$ cat src/rtl/cs_pkg.sv
package cs_pkg;

   typedef enum logic [2:0] {
      M_IDLE  = 3'd0,
      M_ACT   = 3'd1,
      M_READ  = 3'd2,
      M_WRITE = 3'd3,
      M_DEACT = 3'd4,
      M_FAULT = 3'd5
   } cs_mode_e;

   // step counter positions, forward order is the power-up order
   localparam logic [1:0] STEP_OFF    = 2'd0;
   localparam logic [1:0] STEP_SUPPLY = 2'd1;
   localparam logic [1:0] STEP_LINES  = 2'd2;
   localparam logic [1:0] STEP_CLOCK  = 2'd3;

   typedef struct packed {
      logic vcc;
      logic vpp;
      logic io;
      logic clk;
   } cs_enables_t;

endpackage

$ cat src/rtl/cs_tick_timer.sv
module cs_tick_timer #(
   parameter int TICK_DIV = 10,
   parameter int CNT_W    = 8
) (
   input  logic             clk,
   input  logic             rst_n,
   input  logic             clr,
   output logic [CNT_W-1:0] ticks
);

   localparam int PRE_W = (TICK_DIV > 1) ? $clog2(TICK_DIV) : 1;
   localparam logic [CNT_W-1:0] CNT_MAX = '1;

   initial begin
      assert (TICK_DIV >= 1) else $fatal(1, "TICK_DIV must be at least 1");
      assert (CNT_W >= 2) else $fatal(1, "CNT_W must be at least 2");
   end

   logic tick;

   generate
      if (TICK_DIV == 1) begin : g_nodiv
         assign tick = !clr;
      end else begin : g_div
         logic [PRE_W-1:0] pre;
         always_ff @(posedge clk or negedge rst_n) begin
            if (!rst_n) begin
               pre <= '0;
            end else if (clr) begin
               pre <= '0;
            end else if (pre == PRE_W'(TICK_DIV - 1)) begin
               pre <= '0;
            end else begin
               pre <= pre + 1'b1;
            end
         end
         assign tick = (pre == PRE_W'(TICK_DIV - 1)) && !clr;
      end
   endgenerate

   always_ff @(posedge clk or negedge rst_n) begin
      if (!rst_n) begin
         ticks <= '0;
      end else if (clr) begin
         ticks <= '0;
      end else if (tick && (ticks != CNT_MAX)) begin
         ticks <= ticks + 1'b1;
      end
   end

endmodule

$ cat src/rtl/cs_fault_mon.sv
module cs_fault_mon (
   input  logic pres_n,
   input  logic pres_h,
   input  logic vcc_ocp,
   input  logic vpp_ocp,
   input  logic over_temp,
   input  logic host_sup_ok,
   input  logic main_sup_ok,
   output logic present,
   output logic supplies_ok,
   output logic hard_fault
);

   always_comb begin
      present     = !pres_n && pres_h;
      supplies_ok = host_sup_ok && main_sup_ok;
      hard_fault  = vcc_ocp || vpp_ocp || over_temp || !supplies_ok;
   end

endmodule

$ cat src/rtl/cs_level_sel.sv
module cs_level_sel #(
   parameter int N_LEVELS = 3,
   parameter int LVL_W    = 2
) (
   input  logic                clk,
   input  logic                rst_n,
   input  logic                hold_en,
   input  logic [N_LEVELS-1:0] sel_n,
   output logic                sel_any,
   output logic [LVL_W-1:0]    level_q
);

   initial begin
      assert (N_LEVELS >= 1) else $fatal(1, "N_LEVELS must be at least 1");
      assert ((1 << LVL_W) > N_LEVELS) else $fatal(1, "LVL_W too narrow");
   end

   logic [LVL_W-1:0] level_c;

   // scan upward so the highest active select overwrites lower ones
   always_comb begin
      level_c = '0;
      for (int i = 0; i < N_LEVELS; i++) begin
         if (!sel_n[i]) level_c = LVL_W'(i + 1);
      end
      sel_any = (sel_n != '1);
   end

   always_ff @(posedge clk or negedge rst_n) begin
      if (!rst_n) begin
         level_q <= '0;
      end else if (hold_en) begin
         level_q <= level_c;
      end else begin
         level_q <= '0;
      end
   end

endmodule

$ cat src/rtl/cs_seq_fsm.sv
module cs_seq_fsm
   import cs_pkg::*;
#(
   parameter int CNT_W      = 8,
   parameter int GAP_VCC_IO = 16,
   parameter int GAP_IO_CLK = 64,
   parameter int GAP_DOWN   = 48
) (
   input  logic             clk,
   input  logic             rst_n,
   input  logic             cmd_vcc_n,
   input  logic             host_io,
   input  logic             present,
   input  logic             supplies_ok,
   input  logic             hard_fault,
   input  logic             sel_any,
   input  logic [CNT_W-1:0] ticks,
   output cs_mode_e         mode_q,
   output cs_mode_e         mode_nx,
   output logic [1:0]       step_q,
   output logic             fault_q,
   output logic             timer_clr
);

   initial begin
      assert (GAP_VCC_IO >= 1 && GAP_IO_CLK >= 1 && GAP_DOWN >= 1)
         else $fatal(1, "step gaps must be at least one tick");
      assert ((1 << CNT_W) > GAP_IO_CLK && (1 << CNT_W) > GAP_DOWN
              && (1 << CNT_W) > GAP_VCC_IO)
         else $fatal(1, "CNT_W too narrow for the gaps");
   end

   logic [1:0]       step_nx;
   logic             fault_nx;
   logic [CNT_W-1:0] target;
   logic             gap_done;
   logic             abort;

   always_comb begin
      target = '0;
      unique case (mode_q)
         M_ACT:   target = (step_q == STEP_SUPPLY) ? CNT_W'(GAP_VCC_IO)
                                                   : CNT_W'(GAP_IO_CLK);
         M_DEACT: target = (step_q == STEP_OFF) ? CNT_W'(1)
                                                : CNT_W'(GAP_DOWN);
         default: target = '0;
      endcase
      gap_done = (ticks >= target);
      abort    = hard_fault || !present;
   end

   always_comb begin
      mode_nx  = mode_q;
      step_nx  = step_q;
      fault_nx = fault_q;
      unique case (mode_q)
         M_IDLE: begin
            if (!cmd_vcc_n && host_io && supplies_ok && present) begin
               mode_nx = M_ACT;
               step_nx = STEP_SUPPLY;
            end
         end
         M_ACT, M_READ, M_WRITE: begin
            if (abort || cmd_vcc_n) begin
               mode_nx  = M_DEACT;
               step_nx  = (step_q == STEP_CLOCK) ? STEP_LINES : step_q;
               fault_nx = fault_q || abort;
            end else if (mode_q == M_ACT) begin
               if (gap_done) begin
                  if (step_q == STEP_SUPPLY) begin
                     step_nx = STEP_LINES;
                  end else begin
                     step_nx = STEP_CLOCK;
                     mode_nx = M_READ;
                  end
               end
            end else if (mode_q == M_READ) begin
               if (sel_any) mode_nx = M_WRITE;
            end else begin
               if (!sel_any) mode_nx = M_READ;
            end
         end
         M_DEACT: begin
            if (gap_done) begin
               if (step_q != STEP_OFF) begin
                  step_nx = step_q - 1'b1;
               end else begin
                  mode_nx = fault_q ? M_FAULT : M_IDLE;
               end
            end
         end
         M_FAULT: begin
            if (cmd_vcc_n) begin
               mode_nx  = M_IDLE;
               fault_nx = 1'b0;
            end
         end
         default: begin
            mode_nx = M_IDLE;
            step_nx = STEP_OFF;
         end
      endcase
      timer_clr = (step_nx != step_q) || (mode_nx != mode_q);
   end

   always_ff @(posedge clk or negedge rst_n) begin
      if (!rst_n) begin
         mode_q  <= M_IDLE;
         step_q  <= STEP_OFF;
         fault_q <= 1'b0;
      end else begin
         mode_q  <= mode_nx;
         step_q  <= step_nx;
         fault_q <= fault_nx;
      end
   end

endmodule

$ cat src/rtl/card_session_seq.sv
module card_session_seq
   import cs_pkg::*;
#(
   parameter int TICK_DIV   = 10,
   parameter int GAP_VCC_IO = 16,
   parameter int GAP_IO_CLK = 64,
   parameter int GAP_DOWN   = 48,
   parameter int N_LEVELS   = 3,
   localparam int LVL_W     = $clog2(N_LEVELS + 1)
) (
   input  logic                clk,
   input  logic                rst_n,
   input  logic                cmd_vcc_n,
   input  logic                host_io,
   input  logic                pres_n,
   input  logic                pres_h,
   input  logic                vcc_ocp,
   input  logic                vpp_ocp,
   input  logic                over_temp,
   input  logic                host_sup_ok,
   input  logic                main_sup_ok,
   input  logic [N_LEVELS-1:0] prog_sel_n,
   input  logic                rst_req,
   output logic                card_vcc_en,
   output logic                card_vpp_en,
   output logic                card_io_en,
   output logic                card_clk_en,
   output logic                card_rst,
   output logic [LVL_W-1:0]    vpp_level,
   output logic                card_det,
   output logic                fault_irq_n,
   output logic [2:0]          mode
);

   localparam int GAP_MAX_AB = (GAP_VCC_IO > GAP_IO_CLK) ? GAP_VCC_IO : GAP_IO_CLK;
   localparam int GAP_MAX    = (GAP_MAX_AB > GAP_DOWN) ? GAP_MAX_AB : GAP_DOWN;
   localparam int CNT_W      = $clog2(GAP_MAX + 1) + 1;

   logic             present;
   logic             supplies_ok;
   logic             hard_fault;
   logic             sel_any;
   logic [CNT_W-1:0] ticks;
   logic             timer_clr;
   cs_mode_e         mode_q;
   cs_mode_e         mode_nx;
   logic [1:0]       step_q;
   logic             fault_q;
   cs_enables_t      en;

   cs_fault_mon i_mon (
      .pres_n      (pres_n),
      .pres_h      (pres_h),
      .vcc_ocp     (vcc_ocp),
      .vpp_ocp     (vpp_ocp),
      .over_temp   (over_temp),
      .host_sup_ok (host_sup_ok),
      .main_sup_ok (main_sup_ok),
      .present     (present),
      .supplies_ok (supplies_ok),
      .hard_fault  (hard_fault)
   );

   cs_tick_timer #(
      .TICK_DIV (TICK_DIV),
      .CNT_W    (CNT_W)
   ) i_timer (
      .clk   (clk),
      .rst_n (rst_n),
      .clr   (timer_clr),
      .ticks (ticks)
   );

   cs_seq_fsm #(
      .CNT_W      (CNT_W),
      .GAP_VCC_IO (GAP_VCC_IO),
      .GAP_IO_CLK (GAP_IO_CLK),
      .GAP_DOWN   (GAP_DOWN)
   ) i_fsm (
      .clk         (clk),
      .rst_n       (rst_n),
      .cmd_vcc_n   (cmd_vcc_n),
      .host_io     (host_io),
      .present     (present),
      .supplies_ok (supplies_ok),
      .hard_fault  (hard_fault),
      .sel_any     (sel_any),
      .ticks       (ticks),
      .mode_q      (mode_q),
      .mode_nx     (mode_nx),
      .step_q      (step_q),
      .fault_q     (fault_q),
      .timer_clr   (timer_clr)
   );

   cs_level_sel #(
      .N_LEVELS (N_LEVELS),
      .LVL_W    (LVL_W)
   ) i_level (
      .clk     (clk),
      .rst_n   (rst_n),
      .hold_en (mode_nx == M_WRITE),
      .sel_n   (prog_sel_n),
      .sel_any (sel_any),
      .level_q (vpp_level)
   );

   always_comb begin
      en.vcc = (step_q >= STEP_SUPPLY);
      en.vpp = (step_q >= STEP_LINES);
      en.io  = (step_q >= STEP_LINES);
      en.clk = (step_q == STEP_CLOCK);
   end

   assign card_vcc_en = en.vcc;
   assign card_vpp_en = en.vpp;
   assign card_io_en  = en.io;
   assign card_clk_en = en.clk;
   assign card_rst    = en.clk && rst_req;
   assign card_det    = present;
   assign fault_irq_n = !fault_q;
   assign mode        = mode_q;

endmodule

$ cat config.mk
export PLATFORM = sky130hd
export DESIGN_NAME = card_session_seq
export DESIGN_NICKNAME = d
export VERILOG_FILES = /design/src/rtl/cs_pkg.sv /design/src/rtl/cs_tick_timer.sv /design/src/rtl/cs_fault_mon.sv /design/src/rtl/cs_level_sel.sv /design/src/rtl/cs_seq_fsm.sv /design/src/rtl/card_session_seq.sv
export SDC_FILE = /design/constraint.sdc
export NUM_CORES = 1
export LEC_CHECK = 0
export CAP_MARGIN = 20
export CELL_PAD_IN_SITES_DETAIL_PLACEMENT = 1
export CELL_PAD_IN_SITES_GLOBAL_PLACEMENT = 2
export CORE_MARGIN = 5
export CORE_UTILIZATION = 31
export DETAILED_ROUTE_END_ITERATION = 8
export GPL_TIMING_DRIVEN = 0
export MAX_ROUTING_LAYER = met4
export PLACE_DENSITY = 0.9
export SLEW_MARGIN = 25
export SYNTH_ARGS = -nofsm -noshare
export SYNTH_HDL_FRONTEND = slang
export SYNTH_SLANG_ARGS = --single-unit
$ cat constraint.sdc
create_clock -name clk -period 4.2 [get_ports clk]
set_input_delay 0.63 -clock clk [delete_from_list [all_inputs] [get_ports clk]]
set_output_delay 0.63 -clock clk [all_outputs]
set_load 0.02 [all_outputs]
# Word-level counts from Yosys, hierarchy flattened
# Index checks and enable logic that the tools add are counted.
[word_totals]
register_bits = 20
elab_cells = 91
input_bits = 15
[classes]
muxes = 36
n_eq_ne = 15
add_sub_neg = 3
magnitude_cmp = 3
n_reduce_logical = 28
[op_table]
columns = ["op", "n"]
rows = [
  ["3-bit 2-to-1 mux", 12],
  ["2-bit 2-to-1 mux", 10],
  ["8-bit 2-to-1 mux", 2],
  ["8-bit one-hot mux with 2 select lines", 1],
  ["3-bit one-hot mux with 4 select lines", 1],
  ["3-bit by 2-bit equality test with 1-bit output (second input constant)", 3],
  ["8-bit by 1-bit adder with 8-bit output (second input constant)", 1],
  ["8-bit >= comparator", 1],
  ["1-bit logical AND", 8],
  ["4-bit 2-to-1 mux", 2],
  ["8-bit != test (second input constant)", 1],
  ["2-bit one-hot mux with 4 select lines", 1],
  ["1-bit logical OR", 7],
  ["7-bit 2-to-1 mux", 1],
  ["3-bit equality test (second input constant)", 2],
  ["1-bit zero test", 6],
  ["6-bit 2-to-1 mux", 1],
  ["2-bit nonzero test", 3],
  ["4-bit by 1-bit adder with 4-bit output (second input constant)", 1],
  ["4-bit equality test (second input constant)", 1],
  ["1-bit 2-to-1 mux", 4],
  ["3-bit by 1-bit equality test with 1-bit output (second input constant)", 1],
  ["3-bit zero test", 1],
  ["3-bit != test", 1],
  ["other kinds (13)", 13],
]

# Logic depth before layout (Yosys ltp)
[logic_depth]
depth_word = 15
mapped_depth = 12
mapped_depth_nobuf = 10

# Hierarchy
# Synthesis repeated with hierarchy kept, for this count alone.
[unflattened]
hier_cells = 179
hier_area_um2 = 1582.8
[by_module_without_submodules]
columns = ["mod", "cells_each", "area_each_um2", "n_inst"]
rows = [
  ["cs_tick_timer", 66, 716.9, 1],
  ["cs_seq_fsm", 96, 715.7, 1],
  ["cs_level_sel", 6, 76.3, 1],
  ["card_session_seq", 7, 45.0, 1],
  ["cs_fault_mon", 4, 28.8, 1],
]

# Worst setup path before layout
# Ideal clock, no wire load.
[synth_timing]
path_type = "register to register"
from = "register i_fsm.mode_q[0]"
to = "register i_timer.g_div.pre[0]"
setup_ns = 0.101
arrival_ns = 3.085
path_stages_with_launch = 13
path_slack_ns = 1.014
required_ns = 4.099
synth_period_minus_slack_ns = 3.186
path_cell_list = "dfrtp_1 -> clkbuf_1 -> nand2b_1 -> nor2_1 -> nand2_1 -> ha_1 -> and2_1 -> a221oi_2 -> a2111oi_2 -> a2111oi_2 -> o2111ai_1 -> buf_2 -> nor4_1"
[synth_via]
elab_chain_len = 10
elab_cells_between_ends = 30
[synth_rtl]
columns = ["item", "line", "rtl"]
rows = [
  ["from (decl)", "cs_seq_fsm.sv:18", "output cs_mode_e mode_q,"],
  ["from (signal assigned)", "cs_seq_fsm.sv:112", "mode_q <= mode_nx;"],
  ["3-bit equality test / 3-bit by 1-bit equality test with 1-bit output (equally long branches)", "cs_seq_fsm.sv:41, cs_seq_fsm.sv:56, cs_seq_fsm.sv:68", ""],
  ["8-bit one-hot mux with 2 select lines", "cs_seq_fsm.sv:41", "unique case (mode_q)"],
  ["8-bit >= comparator", "cs_seq_fsm.sv:48", "gap_done = (ticks >= target);"],
  ["3-bit 2-to-1 mux / 2-bit 2-to-1 mux (equally long branches)", "cs_seq_fsm.sv:69", "if (gap_done) begin"],
  ["3-bit 2-to-1 mux / 2-bit 2-to-1 mux (equally long branches)", "cs_seq_fsm.sv:68", "end else if (mode_q == M_ACT) begin"],
  ["3-bit 2-to-1 mux / 2-bit 2-to-1 mux (equally long branches)", "cs_seq_fsm.sv:64", "if (abort || cmd_vcc_n) begin"],
  ["3-bit one-hot mux with 4 select lines / 2-bit one-hot mux with 4 select lines (equally long branches)", "cs_seq_fsm.sv:56", "unique case (mode_q)"],
  ["3-bit != test / 2-bit != test (equally long branches)", "cs_seq_fsm.sv:103", "timer_clr = (step_nx != step_q) || (mode_nx != mode_q);"],
  ["1-bit logical OR (*)", "cs_seq_fsm.sv:103", ""],
  ["4-bit 2-to-1 mux (*)", "cs_tick_timer.sv:29", "end else if (clr) begin"],
  ["to (signal assigned)", "cs_tick_timer.sv:34", "pre <= pre + 1'b1;"],
  ["to (decl)", "cs_tick_timer.sv:25", "logic [PRE_W-1:0] pre;"],
]
# Every way passes the cells marked *; elsewhere a longest branch is shown, timed or not.
# A chain may end at the register's enable or synchronous reset.

# Worst setup path after layout
[layout_timing]
from = "register i_fsm.mode_q[0]"
to = "register i_timer.g_div.pre[1]"
# Same word-level chain as after synthesis.

==> metrics <==
status=completed; sequential cell area fraction in the yosys report=between 30 and 40%; crit path cell chain=clkbuf_1 > nand2b_1 > nor2_1 > nand2_1 > ha_1 > and2_1 > a221oi_2 > a2111oi_2 > a2111oi_2 > o2111ai_1 > buf_2 > nor4_1; Post-synth ARST share=between 90% and 100%; Crit path max-delay family=compound AO/OA/AOI/OAI gates; top-count cell post-synth=dfrtp_1; WP data required=4.37 ns; Post-synth EDFFs=0; final WL=about 4300 µm; Yosys top cell by area=dfrtp_1; Syn Std Cell Area=~1500 µm²; post-route clock period utilization=just over 90%; H-tree Lvls=1; Worst Max-Slew Pin Slew=roughly 0.6 ns; Crit-path slowest cell=a221oi_2; Reg clk slew, reported paths=roughly 0.090 ns; final core occ=between 40% and 50%; routed len/inst=around 16 µm; DRT antenna net count=0; CTS Sinks=20; CTS tree=built; largest cells by area after synthesis=dfrtp_1 (33%), ha_1 (5.7%), xnor2_1 (5.2%), nor3_1 (4.3%), nand2_1 (3.4%); hold buffers post-CTS=0; Critical Path Most Common Cell=a2111oi_2; Syn Area/Cell=8.62 µm²; Post-Place Cells=approximately 270; Worst Setup Start Kind=flop; Most used DFF post-synth=dfrtp_1; core area=4750 µm²; synth warn=0; Register Area=roughly 500 µm²; GRT Util Overall=between 10% and 20%; Clock Path Buffers=2; Finished Layout Cells=273; dpl hpwl=3230 µm; setup TNS=0 ns; latest clock arrival within the worst-skew pair=between 0.2 and 0.3 ns; largest net degree at the start of global routing=21; Syn Inst Count=about 180; P per Cell Area=about 500 nW/µm²; Synth cell types=53; via count=around 1.5k; initial core utilization=between 30 and 40%; Min-Delay Path Class=primary input to asynchronous set/reset pin; Yosys reg bits=20; clk_skew=roughly 0.011 ns; GRT Residual Overflow=0; Final min period=between 3 and 4 ns; Boundary Pins=27; most frequent cells after synthesis=dfrtp_1 (20), nand2_1 (14), nor2_1 (13), nor3_1 (13); root buffer cell=clkbuf_8; initial DRC count=54; WS Path Type=flop to flop; Inserted Diodes=0; layout cells sized above 1=7.28%; vias in the first global route=roughly 1.6k; post-synth top area share=roughly 33%; multi-input logic area=around 950 µm²; first-pass GRT wire length=~7200 µm; Critical Path Sink Type=flop; Max Transition Viols Final=0; final hold violations=0; Nets=roughly 230; Slew headroom=around three fifths; final setup violation count=0; Max VDD drop=around 220 µV; achievable frequency=between 0.2 and 0.3 GHz; row count=25; first-pass detailed-route iteration total=4; Num CTS Buffers=3; worst-path fanout max=10; max_cap viols=0; fillers=a little under 600; WHS=0.297 ns; Area growth syn-to-layout=26.6%; IO Port Bufs=25; Worst EP arrival=roughly 4 ns; worst path bufs/invs=2; # DRC=0; Routability Congestion=0.905; Die Span Y=80.2 µm; RSZ-0062 raised after global routing=no; die width=between 80 and 90 µm; vias per cell=5.39; Leakage=approximately 0.76 nW; Syn Nets=around 200; initial antenna violation count=0; Die Outline Area=approximately 6400 µm²; Max stage delay on crit path=0.49 ns
## timing repair
item | in CTS | in global routing
setup endpoints to repair | 0 | 1
setup buffers | 0 | 0
resized for setup | 0 | 1
## metal layers
layer  vias to the layer above  share of wire, %  global-route usage (%)
li1                        716                 -                       -
met1                       722                48                    18.7
met2                        25                47                    22.8
met3                         9               3.3                    1.91
met4                         0               1.6                    4.56
met5                         -                 0                       -
## layout make-up
class	count	share of cell area, %
timing repair buffer	25	12.7
tap	67	4.34
inverter	9	1.75
clock inverter	1	1.55
buffer	10	2.27
clock buffer	3	2.14
sequential	20	25.9
multi-input combinational	138	49.4
## sequential cells by signal, summed over array words and instances, names as in the netlist
name	count
i_fsm.fault_q	1
i_fsm.mode_q	3
i_timer.g_div.pre	4
i_timer.ticks	8
i_level.level_q	2
i_fsm.step_q	2
## cells by family after synthesis
family                   count (synthesis)  share of synthesized area (%)
flip-flops                              20                           32.8
buffers and inverters                   19                           5.08
multiplexers                             1                          0.656
adder cells (fa/ha/maj)                  7                           5.74
AO/OA/AOI/OAI                           39                           20.7
XOR/XNOR                                10                           5.74
AND/OR/NAND/NOR                         81                           29.3
## worst paths after layout
path                                                start                             end  slack, ns  depth (start not counted)
setup reg to reg                i_fsm.mode_q[0]$_DFF_PN0_  i_timer.g_div.pre[1]$_DFF_PN0_       0.35                         12
hold reg to reg            i_timer.g_div.pre[0]$_DFF_PN0_  i_timer.g_div.pre[0]$_DFF_PN0_       0.51                          1
hold / removal                                      rst_n    i_level.level_q[0]$_DFF_PN0_       0.30                          1
setup / recovery                i_fsm.mode_q[0]$_DFF_PN0_  i_timer.g_div.pre[1]$_DFF_PN0_       0.35                         12
min in group clk           i_timer.g_div.pre[0]$_DFF_PN0_  i_timer.g_div.pre[0]$_DFF_PN0_       0.51                          1
max in group asynchronous                           rst_n  i_timer.g_div.pre[1]$_DFF_PN0_       3.58                          1
## cells in the final DEF (no fill, tap or decap), drive strengths merged, types with 2 or more instances in the layout
cell type	synthesis	layout
nor3b	3	3
o211a	2	2
nor2b	2	2
clkdlybuf4s50	0	24
inv	9	9
buf	3	4
clkbuf	7	10
o22ai	2	2
and3	2	2
dfrtp	20	20
a211oi	2	2
nor4b	2	2
o31ai	2	2
nand2	14	14
ha	7	7
a21oi	4	4
nor2	13	13
and2	6	6
a21boi	3	3
o21ai	8	8
nor4	8	8
a2111oi	2	2
xnor2	9	9
nand4	2	2
or3	2	2
nor3	13	13
nand3	4	4
nand2b	3	3
## where the power goes
| group | internal (W) | switching (W) |
|---|---|---|
| Combinational | 0.000203 | 0.000322 |
| Clock | 0.000127 | 0.0000737 |
| Sequential | 0.000217 | 0.0000273 |
## metrics by stage
stage | instance area, µm² | power, W | worst slack (ns)
after CTS | 1930 | 0.000974 | 0.358
after global placement | 1860 | 0.000768 | 0.345
after floorplan | 1530 | 0.000609 | 1.01
after global routing | 1930 | 0.00104 | 0.0545
final | 1930 | 0.000970 | 0.351
after detailed placement | 1860 | 0.000769 | 0.366
Note: power is estimated with default switching activity, not from simulation.
